<file path="config.mk">
export PLATFORM = sky130hd
export DESIGN_NAME = rgb_panel_timer
export DESIGN_NICKNAME = d
export VERILOG_FILES = /design/src/rtl/rgbt_pkg.sv /design/src/rtl/rgbt_shadow.sv /design/src/rtl/rgbt_scan.sv /design/src/rtl/rgbt_pixel.sv /design/src/rtl/rgb_panel_timer.sv
export SDC_FILE = /design/constraint.sdc
export NUM_CORES = 1
export LEC_CHECK = 0
export CAP_MARGIN = 20
export CORE_MARGIN = 4
export CORE_UTILIZATION = 45
export CTS_CLUSTER_DIAMETER = 200
export DETAILED_ROUTE_END_ITERATION = 10
export PLACE_DENSITY = 0.68
export SKIP_CTS_REPAIR_TIMING = 1
export SKIP_LAST_GASP = 1
export SLEW_MARGIN = 20
export SYNTH_ARGS = -nofsm -noshare
export SYNTH_HDL_FRONTEND = slang
export SYNTH_SLANG_ARGS = --single-unit
</file>
<file path="constraint.sdc">
create_clock -name clk -period 19.3 [get_ports clk]
set_clock_uncertainty 0.05 [all_clocks]
set_input_delay 4.825 -clock clk [delete_from_list [all_inputs] [get_ports clk]]
set_output_delay 4.825 -clock clk [all_outputs]
set_load 0.02 [all_outputs]
</file>
<file path="src/rtl/rgbt_pkg.sv">
package rgbt_pkg;
  localparam int SPAN_W = 12;
  localparam int POS_W  = SPAN_W + 2;
  localparam int PIX_W  = 24;
  localparam int POL_W  = 3;
  localparam int POL_HS = 0;
  localparam int POL_VS = 1;
  localparam int POL_DE = 2;

  typedef logic [SPAN_W-1:0] span_t;
  typedef logic [POS_W-1:0]  pos_t;
  typedef logic [PIX_W-1:0]  pix_t;

  typedef enum logic [1:0] {
    FMT_888 = 2'd0,
    FMT_666 = 2'd1,
    FMT_565 = 2'd2,
    FMT_RSV = 2'd3
  } fmt_e;

  typedef struct packed {
    span_t h_sync;
    span_t h_back;
    span_t h_act;
    span_t h_front;
    span_t v_sync;
    span_t v_back;
    span_t v_act;
    span_t v_front;
  } geom_t;

  typedef struct packed {
    geom_t            geom;
    logic [POL_W-1:0] pol;
    fmt_e             fmt;
  } timing_t;

  function automatic pos_t span_add(span_t a, span_t b);
    return pos_t'(a) + pos_t'(b);
  endfunction

  function automatic pos_t line_len(geom_t g);
    return span_add(g.h_sync, g.h_back) + span_add(g.h_act, g.h_front);
  endfunction

  function automatic pos_t frame_len(geom_t g);
    return span_add(g.v_sync, g.v_back) + span_add(g.v_act, g.v_front);
  endfunction

  // true when pos lies in [lead, lead+len)
  function automatic logic in_window(pos_t pos, pos_t lead, span_t len);
    return (pos >= lead) && (pos < lead + pos_t'(len));
  endfunction

  function automatic pix_t widen(fmt_e f, pix_t d);
    case (f)
      FMT_666: return {d[17:12], d[17:16], d[11:6], d[11:10], d[5:0], d[5:4]};
      FMT_565: return {d[15:11], d[15:13], d[10:5], d[10:9], d[4:0], d[4:2]};
      default: return d;
    endcase
  endfunction
endpackage

</file>
<file path="src/rtl/rgbt_shadow.sv">
module rgbt_shadow import rgbt_pkg::*; (
  input  logic    clk,
  input  logic    rst_n,
  input  timing_t cfg_in,
  input  logic    frame_end,
  output timing_t cfg_q,
  output logic    armed
);
  logic take;
  assign take = !armed || frame_end;

  always_ff @(posedge clk or negedge rst_n) begin
    if (!rst_n) begin
      cfg_q <= '0;
      armed <= 1'b0;
    end else if (take) begin
      cfg_q <= cfg_in;
      armed <= 1'b1;
    end
  end
endmodule

</file>
<file path="src/rtl/rgbt_scan.sv">
module rgbt_scan import rgbt_pkg::*; (
  input  logic  clk,
  input  logic  rst_n,
  input  logic  armed,
  input  geom_t geom,
  output pos_t  h_pos,
  output pos_t  v_pos,
  output logic  line_end,
  output logic  frame_end,
  output logic  hs_on,
  output logic  vs_on,
  output logic  in_active
);
  pos_t h_last, v_last, h_lead, v_lead;

  assign h_last    = line_len(geom) - pos_t'(1);
  assign v_last    = frame_len(geom) - pos_t'(1);
  assign h_lead    = span_add(geom.h_sync, geom.h_back);
  assign v_lead    = span_add(geom.v_sync, geom.v_back);
  assign line_end  = armed && (h_pos == h_last);
  assign frame_end = line_end && (v_pos == v_last);

  always_ff @(posedge clk or negedge rst_n) begin
    if (!rst_n) begin
      h_pos <= '0;
      v_pos <= '0;
    end else if (armed) begin
      if (line_end) begin
        h_pos <= '0;
        v_pos <= frame_end ? '0 : v_pos + pos_t'(1);
      end else begin
        h_pos <= h_pos + pos_t'(1);
      end
    end
  end

  assign hs_on     = armed && (h_pos < pos_t'(geom.h_sync));
  assign vs_on     = armed && (v_pos < pos_t'(geom.v_sync));
  assign in_active = armed && in_window(h_pos, h_lead, geom.h_act)
                           && in_window(v_pos, v_lead, geom.v_act);
endmodule

</file>
<file path="src/rtl/rgbt_pixel.sv">
module rgbt_pixel import rgbt_pkg::*; (
  input  logic clk,
  input  logic rst_n,
  input  logic in_active,
  input  fmt_e fmt,
  input  pix_t fifo_data,
  input  logic fifo_empty,
  input  logic underrun_clr,
  output logic fifo_pop,
  output pix_t pix,
  output logic starve,
  output logic underrun
);
  assign starve   = in_active && fifo_empty;
  assign fifo_pop = in_active && !fifo_empty;
  assign pix      = fifo_pop ? widen(fmt, fifo_data) : '0;

  always_ff @(posedge clk or negedge rst_n) begin
    if (!rst_n)            underrun <= 1'b0;
    else if (starve)       underrun <= 1'b1;
    else if (underrun_clr) underrun <= 1'b0;
  end
endmodule

</file>
<file path="src/rtl/rgb_panel_timer.sv">
module rgb_panel_timer import rgbt_pkg::*; (
  input  logic              clk,
  input  logic              rst_n,
  input  logic [SPAN_W-1:0] cfg_h_sync,
  input  logic [SPAN_W-1:0] cfg_h_back,
  input  logic [SPAN_W-1:0] cfg_h_act,
  input  logic [SPAN_W-1:0] cfg_h_front,
  input  logic [SPAN_W-1:0] cfg_v_sync,
  input  logic [SPAN_W-1:0] cfg_v_back,
  input  logic [SPAN_W-1:0] cfg_v_act,
  input  logic [SPAN_W-1:0] cfg_v_front,
  input  logic [POL_W-1:0]  cfg_pol,
  input  logic [1:0]        cfg_fmt,
  input  logic [PIX_W-1:0]  fifo_data,
  input  logic              fifo_empty,
  output logic              fifo_pop,
  input  logic              underrun_clr,
  output logic              hsync,
  output logic              vsync,
  output logic              de,
  output logic [PIX_W-1:0]  pix,
  output logic              sof,
  output logic [POS_W-1:0]  h_pos,
  output logic [POS_W-1:0]  v_pos,
  output logic              underrun
);
  timing_t          cfg_live, cfg_q;
  logic             armed, line_end, frame_end;
  logic             hs_on, vs_on, in_active, starve;
  logic [POL_W-1:0] pol_eff;

  assign cfg_live = '{
    geom: '{h_sync: cfg_h_sync, h_back: cfg_h_back, h_act: cfg_h_act, h_front: cfg_h_front,
            v_sync: cfg_v_sync, v_back: cfg_v_back, v_act: cfg_v_act, v_front: cfg_v_front},
    pol:  cfg_pol,
    fmt:  fmt_e'(cfg_fmt)
  };

  rgbt_shadow u_shadow (
    .clk       (clk),
    .rst_n     (rst_n),
    .cfg_in    (cfg_live),
    .frame_end (frame_end),
    .cfg_q     (cfg_q),
    .armed     (armed)
  );

  rgbt_scan u_scan (
    .clk       (clk),
    .rst_n     (rst_n),
    .armed     (armed),
    .geom      (cfg_q.geom),
    .h_pos     (h_pos),
    .v_pos     (v_pos),
    .line_end  (line_end),
    .frame_end (frame_end),
    .hs_on     (hs_on),
    .vs_on     (vs_on),
    .in_active (in_active)
  );

  rgbt_pixel u_pixel (
    .clk          (clk),
    .rst_n        (rst_n),
    .in_active    (in_active),
    .fmt          (cfg_q.fmt),
    .fifo_data    (fifo_data),
    .fifo_empty   (fifo_empty),
    .underrun_clr (underrun_clr),
    .fifo_pop     (fifo_pop),
    .pix          (pix),
    .starve       (starve),
    .underrun     (underrun)
  );

  // before the first shadow load the live polarity defines the idle level
  assign pol_eff = armed ? cfg_q.pol : cfg_pol;
  assign hsync   = pol_eff[POL_HS] ? hs_on     : !hs_on;
  assign vsync   = pol_eff[POL_VS] ? vs_on     : !vs_on;
  assign de      = pol_eff[POL_DE] ? in_active : !in_active;
  assign sof     = armed && (h_pos == '0) && (v_pos == '0);
endmodule

</file>
==> metrics.txt <==
drt initial violations 752; Netlist Area Pre-Place 0.0134 sq mm; VDD IR-drop max 74.7 uV; status complete, no violations; IO Pins about 190; Ys Warns 0; height of the die 181 um; Syn Inst Count between 1500 and 2000; Synth Register Bits approximately 130; final setup violating endpoints 0; Core Region just under 0.03 sq mm; clock slew at reported path FFs 60 ps; Slew headroom a little under a third; vias per cell about 5.6; compound-cell area share of the yosys netlist 18.4%; Mapped Nets 1847; Main synth FF type dfrtp_1; H-tree levels 4; min-delay src u_shadow.cfg_q[4]; clk_lat worst skew approximately 440 ps; vias in the first global route approximately 11000; Root Driver clkbuf_16; Worst setup SP type register; Setup TNS Final 0 ps; MaxCap Viol Count 0; adder-cell area share of the yosys netlist 20.2%; Reg2Reg Setup Slack 11870 ps; Hold Path End u_shadow.cfg_q[4]; Finished Layout Cells 2065; pwr/cell area 138 mW/mm^2; post-route cell area 0.0161 sq mm; Max Buffers Root-to-Sink 2; Hold Fails Final Rpt 0; Comb power frac 70.1%; commonest non-fill, non-tap cell in the layout ha_1; largest family of logic cells by synthesized area adder cells; # DRC 0; Synth cell types 86; sw frac 48.3%; FF-to-FF Start u_shadow.cfg_q[30]; initial antenna violation count 0; xor/xnor share of the synthesized area 7.13%; iteration count of the initial detailed-routing pass 5; required time worst endpoint 14430 ps; largest stage delay on the critical path 650 ps; CTS Buf Count 17; HPWL after DPL ~28000 um; Pint 0.00115 W; sequential share of the synthesized area 24.4%; Critical R2R Capture u_shadow.cfg_q[75]; asr flop ratio synth 100%; Initial Util 45.5%; measured slew at the worst slew-check pin 1030 ps; overall fraction of global-route tracks in use between 20% and 30%; multiplexer area fraction after synthesis a little under a tenth; CTS tree yes; Pleak 7.51 nW; final worst path period share 61.0%; pin count of the biggest net entering global routing 78; # rows 63; fmax 84.9 MHz; critical-path maximum fanout 17; Hold Crit Class register to register; Synth-to-Final Area Change 20.0%; Seq pwr share 15.3%; Post-Synth Simple-Gate Area 14.6%; Placed Cells between 2000 and 2500; I/O Buffers 186; via count 11700; Setup CP Type register to primary output; Crit path arrival time 6900 ps; Antenna Cells 0; Post-DP Area 0.0155 sq mm; Post-Route WL 36200 um; Worst setup EP type primary output; Die Width between 150 and 200 um; Worst Reg-to-Reg Cells 21; WL/cell 17.5 um; die area around 0.033 sq mm; slowest CP cell clkdlybuf4s50_1; post-layout min period between 10000 and 15000 ps; ratio of cells with drive above 1 in the final layout 3.94%; Clk network pwr share 14.6%; mean post-synth cell area 8.92 sq um; first-pass GRT wire length 58200 um; net switching power 0.00108 W; RSZ-0062 raised after global routing no; CP startpoint u_shadow.cfg_q[41]; most frequent cells in the layout ha_1 (203), clkdlybuf4s50_1 (185), inv_1 (141), dfrtp_1 (131), a21oi_1 (105); clk sinks approximately 130; fin. max-slew vios 0; total power 0.00223 W; RePlAce Congestion 0.878; Layout Nets approximately 2000; Worst Hold Depth 1; Post-synth EDFFs 0; post-route ant nets 0; GRT overflow 0
==> critical path, delay by kind of cell, from the launching register on <==
family                   cells  cell delay [ps]
AND/OR/NAND/NOR              8             1720
AO/OA/AOI/OAI                8             1610
adder cells (fa/ha/maj)      4             1210
buffers and inverters        4             1100
flip-flops                   1              420
XOR/XNOR                     2              390
==> final cells by class <==
class	instances	area [sq um]
Clock inverter	11	128
Timing Repair Buffer	193	1920
Tap cell	390	488
Inverter	141	529
Multi-Input combinational cell	1179	9330
Sequential cell	131	3280
Fill cell	2686	13400
Clock buffer	20	447
==> metal layers <==
| metal | share of wire [%] | vias to the layer above | routed length [um] | global-route usage, % |
|---|---|---|---|---|
| met1 | 48 | 5558 | 17500 | 31.2 |
| met2 | 44 | 297 | 16000 | 33.0 |
| met3 | 5.2 | 53 | 1870 | 3.91 |
| li1 | - | 5744 | - | - |
| met5 | 0 | - | 0 | 0 |
| met4 | 2.3 | 0 | 835 | 6.87 |
==> state kept, by name, indices dropped and copies added, names as in the netlist <==
signal and count:
u_pixel.underrun 1, u_scan.h_pos 14, u_scan.v_pos 14, u_shadow.armed 1, u_shadow.cfg_q 101
==> per-stage QoR <==
| step | hold slack (ps) | util, % | setup slack [ps] |
|---|---|---|---|
| 2_1_floorplan | 408 | - | 8770 |
| 3_5_place_dp | 426 | 52.6 | 7210 |
| 3_3_place_gp | 417 | 52.6 | 7380 |
| 6_report | 437 | 54.6 | 7520 |
| 4_1_cts | 439 | 54.5 | 7210 |
| 5_1_grt | 454 | 54.6 | 6890 |
==> worst max path at each step <==
| stage | end | slack [ps] | depth (start not counted) |
|---|---|---|---|
| 2_1_floorplan | pix[17] | 8770 | 4 |
| 3_3_place_gp | pix[15] | 7380 | 5 |
| 3_5_place_dp | pix[15] | 7210 | 5 |
| 4_1_cts | pix[15] | 7210 | 5 |
| 5_1_grt | pix[15] | 6890 | 26 |
| 6_report | pix[15] | 7520 | 26 |
==> power by group through the flow <==
| stage | Combinational [W] | Clock [W] | Sequential [W] |
|---|---|---|---|
| floorplan | 0.00120 | 0 | 0.000335 |
| global placement | 0.00151 | 0 | 0.000346 |
| detailed placement | 0.00153 | 0 | 0.000346 |
| CTS | 0.00154 | 0.000333 | 0.000341 |
| global route | 0.00175 | 0.000345 | 0.000346 |
| finish | 0.00156 | 0.000326 | 0.000341 |
==> cells by family after synthesis <==
group	Yosys count
and+or+nand+nor	381
AOI/OAI and AO/OA	369
adders and majority gates	212
buffers and inverters	197
DFF	131
muxes	109
xor gates and xnor gates	107
other	1
==> synth_stat cells (all sizes together), types with 4 or more instances <==
cell type,instances,share of area (%)
mux2i,9,0.67
nand4,28,1.3
nor3,33,1.3
or4,4,0.25
o21a,13,0.73
or2,11,0.51
o21bai,9,0.50
xor2,46,3.0
o31ai,10,0.60
o211ai,12,0.71
fa,8,1.2
a21o,55,3.1
a21oi,106,4.0
clkbuf,28,0.78
nor2,94,2.7
nor4,7,0.33
o41ai,4,0.32
buf,28,1.5
o2111ai,4,0.26
a221oi,5,0.33
a311oi,5,0.33
dfrtp,131,24
mux2,100,8.4
o21ai,60,2.2
a211oi,12,0.67
nor2b,26,1.2
a22oi,20,1.2
nand2b,19,0.88
a31oi,4,0.19
a211o,7,0.46
xnor2,60,4.0
a41oi,4,0.26
a2111oi,4,0.31
ha,203,19
nand2,81,2.3
o22ai,6,0.28
or3,7,0.33
and3,13,0.61
inv,141,3.9
and2,11,0.51
nand3,30,1.1
(Power assumes the default switching activity.)
